===== config.mk =====
export PLATFORM = sky130hd
export DESIGN_NAME = rjn32_encrypt
export DESIGN_NICKNAME = d
export VERILOG_FILES = /design/src/rtl/rjn32_pkg.sv /design/src/rtl/rjn32_sbox.sv /design/src/rtl/rjn32_keystep.sv /design/src/rtl/rjn32_mixshift.sv /design/src/rtl/rjn32_encrypt.sv
export SDC_FILE = /design/constraint.sdc
export NUM_CORES = 2
export LEC_CHECK = 0
export CORE_MARGIN = 3
export CORE_UTILIZATION = 53
export DETAILED_ROUTE_END_ITERATION = 10
export PLACE_DENSITY = 0.65
export REMOVE_ABC_BUFFERS = 1
export SLEW_MARGIN = 20
export SYNTH_ARGS = -nofsm -noshare
export SYNTH_HDL_FRONTEND = slang
export SYNTH_HIERARCHICAL = 1
export SYNTH_SLANG_ARGS = --single-unit

===== constraint.sdc =====
create_clock -name clk -period 21 [get_ports clk]
set_input_delay 4.2 -clock clk [delete_from_list [all_inputs] [get_ports clk]]
set_output_delay 4.2 -clock clk [all_outputs]
set_load 0.01 [all_outputs]

===== src/rtl/rjn32_pkg.sv =====
package rjn32_pkg;

  typedef enum logic [1:0] {PH_KEY, PH_COL0, PH_COL1} phase_e;

  function automatic logic [7:0] xtime(input logic [7:0] a);
    return {a[6:0], 1'b0} ^ (a[7] ? 8'h1B : 8'h00);
  endfunction

  function automatic logic [7:0] gmul(input logic [7:0] a, input logic [7:0] b);
    logic [7:0] acc;
    logic [7:0] p;
    acc = 8'h00;
    p = a;
    for (int i = 0; i < 8; i++) begin
      if (b[i]) acc = acc ^ p;
      p = xtime(p);
    end
    return acc;
  endfunction

  // x^254 is the inverse in GF(2^8) and maps 0 to 0
  function automatic logic [7:0] ginv(input logic [7:0] a);
    logic [7:0] p;
    logic [7:0] r;
    p = a;
    r = 8'h01;
    for (int i = 1; i < 8; i++) begin
      p = gmul(p, p);
      r = gmul(r, p);
    end
    return r;
  endfunction

endpackage


===== src/rtl/rjn32_sbox.sv =====
module rjn32_sbox (
  input  logic [7:0] din,
  output logic [7:0] dout
);
  logic [7:0] inv;

  always_comb begin
    inv  = rjn32_pkg::ginv(din);
    dout = inv ^ {inv[6:0], inv[7]} ^ {inv[5:0], inv[7:6]}
               ^ {inv[4:0], inv[7:5]} ^ {inv[3:0], inv[7:4]} ^ 8'h63;
  end
endmodule


===== src/rtl/rjn32_keystep.sv =====
module rjn32_keystep (
  input  logic [31:0] key_i,
  input  logic [15:0] sub_rot,
  input  logic [7:0]  rc,
  output logic [31:0] key_o
);
  logic [15:0] w0;

  always_comb begin
    w0    = key_i[31:16] ^ sub_rot ^ {rc, 8'h00};
    key_o = {w0, key_i[15:0] ^ w0};
  end
endmodule


===== src/rtl/rjn32_mixshift.sv =====
module rjn32_mixshift (
  input  logic [15:0] col0_sub,
  input  logic [15:0] col1_sub,
  input  logic [31:0] rkey,
  input  logic        last,
  output logic [31:0] st_o
);
  import rjn32_pkg::*;

  logic [15:0] sh0, sh1, mx0, mx1;

  always_comb begin
    sh0 = {col0_sub[15:8], col1_sub[7:0]};
    sh1 = {col1_sub[15:8], col0_sub[7:0]};
    mx0 = {gmul(sh0[15:8], 8'd3) ^ xtime(sh0[7:0]),
           xtime(sh0[15:8]) ^ gmul(sh0[7:0], 8'd3)};
    mx1 = {gmul(sh1[15:8], 8'd3) ^ xtime(sh1[7:0]),
           xtime(sh1[15:8]) ^ gmul(sh1[7:0], 8'd3)};
    st_o = (last ? {sh0, sh1} : {mx0, mx1}) ^ rkey;
  end
endmodule


===== src/rtl/rjn32_encrypt.sv =====
module rjn32_encrypt #(
  parameter int          NROUNDS  = 10,
  parameter logic [7:0]  RC_FIRST = 8'h02,
  parameter int          NSBOX    = 2
) (
  input  logic        clk,
  input  logic        rst_n,
  input  logic        in_valid,
  output logic        in_ready,
  input  logic [15:0] in_data,
  output logic [31:0] ct,
  output logic        done
);
  import rjn32_pkg::*;

  localparam int RW = $clog2(NROUNDS + 1);

  logic          busy;
  logic [1:0]    load_cnt;
  phase_e        phase;
  logic [RW-1:0] round;
  logic [7:0]    rc;
  logic [31:0]   st, key, key_nxt, st_nxt;
  logic [15:0]   sb_in, sb_out;
  logic          take;

  assign in_ready = !busy;
  assign take     = in_valid && in_ready;

  always_comb begin
    case (phase)
      PH_KEY:  sb_in = {key[7:0], key[15:8]};
      PH_COL0: sb_in = st[31:16];
      default: sb_in = st[15:0];
    endcase
  end

  for (genvar g = 0; g < NSBOX; g++) begin : g_sbox
    rjn32_sbox u_sbox (.din(sb_in[8*g +: 8]), .dout(sb_out[8*g +: 8]));
  end

  rjn32_keystep u_key (.key_i(key), .sub_rot(sb_out), .rc(rc), .key_o(key_nxt));

  rjn32_mixshift u_mix (
    .col0_sub(st[31:16]), .col1_sub(sb_out), .rkey(key),
    .last(round == RW'(NROUNDS)), .st_o(st_nxt)
  );

  always_ff @(posedge clk or negedge rst_n) begin
    if (!rst_n) begin
      busy     <= 1'b0;
      load_cnt <= 2'd0;
      phase    <= PH_KEY;
      round    <= '0;
      rc       <= RC_FIRST;
      st       <= '0;
      key      <= '0;
      ct       <= '0;
      done     <= 1'b0;
    end else begin
      done <= 1'b0;
      if (take) begin
        load_cnt <= load_cnt + 2'd1;
        case (load_cnt)
          2'd0: st[31:16]  <= in_data;
          2'd1: st[15:0]   <= in_data;
          2'd2: key[31:16] <= in_data;
          default: begin
            key[15:0] <= in_data;
            st        <= st ^ {key[31:16], in_data};
            busy      <= 1'b1;
            phase     <= PH_KEY;
            round     <= RW'(1);
            rc        <= RC_FIRST;
          end
        endcase
      end else if (busy) begin
        case (phase)
          PH_KEY: begin
            key   <= key_nxt;
            rc    <= xtime(rc);
            phase <= PH_COL0;
          end
          PH_COL0: begin
            st[31:16] <= sb_out;
            phase     <= PH_COL1;
          end
          default: begin
            st    <= st_nxt;
            phase <= PH_KEY;
            round <= round + RW'(1);
            if (round == RW'(NROUNDS)) begin
              ct   <= st_nxt;
              done <= 1'b1;
              busy <= 1'b0;
            end
          end
        endcase
      end
    end
  end
endmodule


==> flow_metrics.tcl <==
set metrics [dict create \
    rr_worst_depth 57 \
    avgViaCountPerCell 6.02 \
    wl_met3_um 6160 \
    end_kind "flop" \
    min_from "ct[5]" \
    die_h_um 273 \
    hold_violations 0 \
    gp_congestion 0.903 \
    die-width_um 273 \
    cp_common_cell "xnor3_1" \
    ys_types 117 \
    r2r_start "phase[1]" \
    crit_fanout 23 \
    cts.sinks 114 \
    io_buffer_count 52 \
    post_route_cells_drive_above_1_share_pct 11.9 \
    required_ps 21310 \
    grt_first_pass_wirelength_um 172000 \
    synthTopCellsByArea "xnor2_1 (19%), xnor3_1 (11%), dfrtp_1 (7.5%), nor2_1 (5.7%), xor2_1 (5.0%)" \
    synth_top_flop_cell "dfrtp_1" \
    grt_overflow_total 0 \
    dpl_worst_slack_ps 1120 \
    ys_seq_elements 114 \
    slew_headroom_pct 25.4 \
    clockBufferDepth 2 \
    critical_path_class "flop to flop" \
    cpPeakStageDelay_ps 840 \
    max_freq_mhz 51.1 \
    final_cell_mix "xnor2_1 (797), nor2_1 (564), nand2_1 (471)" \
    wl_met1_um 48600 \
    postSynthAreaPerCell_um2 8.12 \
    period_share_pct 93.2 \
    antenna_cells 0 \
    firstDrtPassIters 6 \
    hpwlAfterDp_um 76800 \
    synth_top_area_share_pct 19.2 \
    async_flop_share_pct 100 \
    worstPathArrival_ps 19890 \
    tightest_slew_ps 1110 \
    postSynthCellCount 4639 \
    ioPinCount 53 \
    maxCapViolCount 0 \
    start_util_pct 53.6 \
    drc 0 \
    rr_endpoint "st[25]" \
    track_usage_pct 27.9 \
    wl_met2_um 49900 \
    hold_path_depth 1 \
    drt-wirelength-per-cell_um 19.4 \
    nets 4578 \
    reg2reg_slack_ps 1420 \
    rsz0062_at_grt "false" \
    crit_slowest_cell "xnor2_2" \
    slew_viol_final 0 \
    core_area_um2 70300 \
    ant_nets 0 \
    hp-class "flop to flop" \
    grt_max_degree 60 \
    cts-root-buf "clkbuf_16" \
    layout_commonest_cell "xnor2_1" \
    clock_latency_ps 430 \
    synth_area_leader_cell "xnor2_1" \
    die_area_um2 74300 \
    syn2layout_area_growth_pct 5.68 \
    first_iter_violations 2691 \
    grt_antenna_before_repair 0 \
    ctsHoldBuffers 0 \
    grt_pass1_vias 30994 \
    min_period_ps 19580 \
    fin_worst_skew_ps 10.8 \
    core.rowCount 97 \
    vias 33048 \
    synth_edf_count 0 \
    whs_endpoint "ct[5]" \
    ctsHtreeMaxLevel 4 \
    clkSlewWorstSetupHoldPaths_ps 60 \
    setup_ws_ps 1420 \
    synth_area_um2 37700 \
    outcome "complete, no violations" \
    setup_viol 0 \
    setup_tns_ps 0 \
    ys_seq_area_share_pct 7.57 \
    top_layer_used "met4" \
    wl_um 107000 \
    numCtsBuffers 17 \
    cts_tree "done" \
    ys_warn_count 6 \
    worst_setup_path_start_kind "flop" \
]
==> routing by layer <==
metal | track usage (%) | vias up
met4 | 6.48 | 0
met2 | 45.9 | 1119
li1 | - | 15936
met1 | 40.0 | 15849
met3 | 1.91 | 144
met5 | 0 | -
==> how the worst max path moves through the flow <==
stage | end | slack [ps] | startpoint
5_1_grt | st[18] | 120 | phase[1]
3_5_place_dp | st[25] | 1120 | phase[0]
4_1_cts | st[25] | 1090 | phase[0]
3_3_place_gp | st[28] | 1640 | phase[0]
6_report | st[25] | 1420 | phase[1]
2_1_floorplan | st[25] | 410 | phase[0]
==> final cells by class <==
type                    count  area (um2)
multi-input cells        4152       33400
fillers                  6473       30500
flip-flops and latches    114        2860
repair buffers            195        1610
well taps                 940        1180
clock buffers              23         468
inverters                  59         221
clock inverters             9         130
==> cells by family (layout without fill, tap and decap cells) <==
family / Yosys count / after routing / share of synthesized area, %
adders and majority gates: 22 / 22 / 0.717
AOI/OAI and AO/OA: 938 / 938 / 16.9
and+or+nand+nor: 1567 / 1567 / 19.0
buffers and inverters: 373 / 286 / 4.71
muxes: 210 / 210 / 5.90
DFF: 114 / 114 / 7.57
xor gates and xnor gates: 1415 / 1415 / 45.2
==> cell usage after synthesis, types with 26 or more instances <==
library cell / instances
nand2_1: 472
a211oi_1: 30
xor2_1: 217
o21ai_0: 175
mux2i_1: 148
mux2_2: 52
buf_2: 71
o22ai_1: 57
dfrtp_1: 113
a22oi_1: 47
buf_4: 34
clkbuf_1: 159
xnor2_2: 90
nor3_1: 105
xnor3_1: 178
nor2_1: 568
xor3_1: 26
inv_1: 41
buf_1: 29
nor2b_1: 40
a31oi_1: 45
o31ai_1: 26
nand3_1: 93
and2_1: 45
o211ai_1: 38
o21ai_1: 40
nand2b_1: 49
a21oi_1: 209
nand4_1: 29
xnor2_1: 824
==> registers in the layout (all words and copies together), names as in the netlist <==
| register | flops |
|---|---|
| busy | 1 |
| ct | 32 |
| done | 1 |
| key | 32 |
| load_cnt | 2 |
| phase | 2 |
| rc | 8 |
| round | 4 |
| st | 32 |
==> what timing repair did <==
action                                  CTS  global route
endpoints found under the setup margin    0             4
buffers inserted                          0             0
gates resized for setup                   0             1
==> critical path: cells and delay by family (launching register included) <==
family	cells	cell delay, ps
simple gates	10	1870
fa+ha+maj	3	1650
buf+inv	4	1430
compound gates	8	2210
mux	2	400
xor+xnor	30	11220
flops	1	630
==> per-stage QoR <==
step / cells / utilization, % / instance area (um2) / hold slack, ps
final: 5492 / 56.7 / 39800 / 484
after global routing: 5492 / 56.7 / 39800 / 528
after CTS: 5491 / 56.6 / 39800 / 491
after detailed placement: 5459 / 55.7 / 39200 / 479
after global placement: 5459 / 55.7 / 39200 / 471
after floorplan: 4325 / - / 36100 / 494
Power is not shown: default switching activity piles up to over one toggle a cycle in this logic, so the estimate is an artifact.
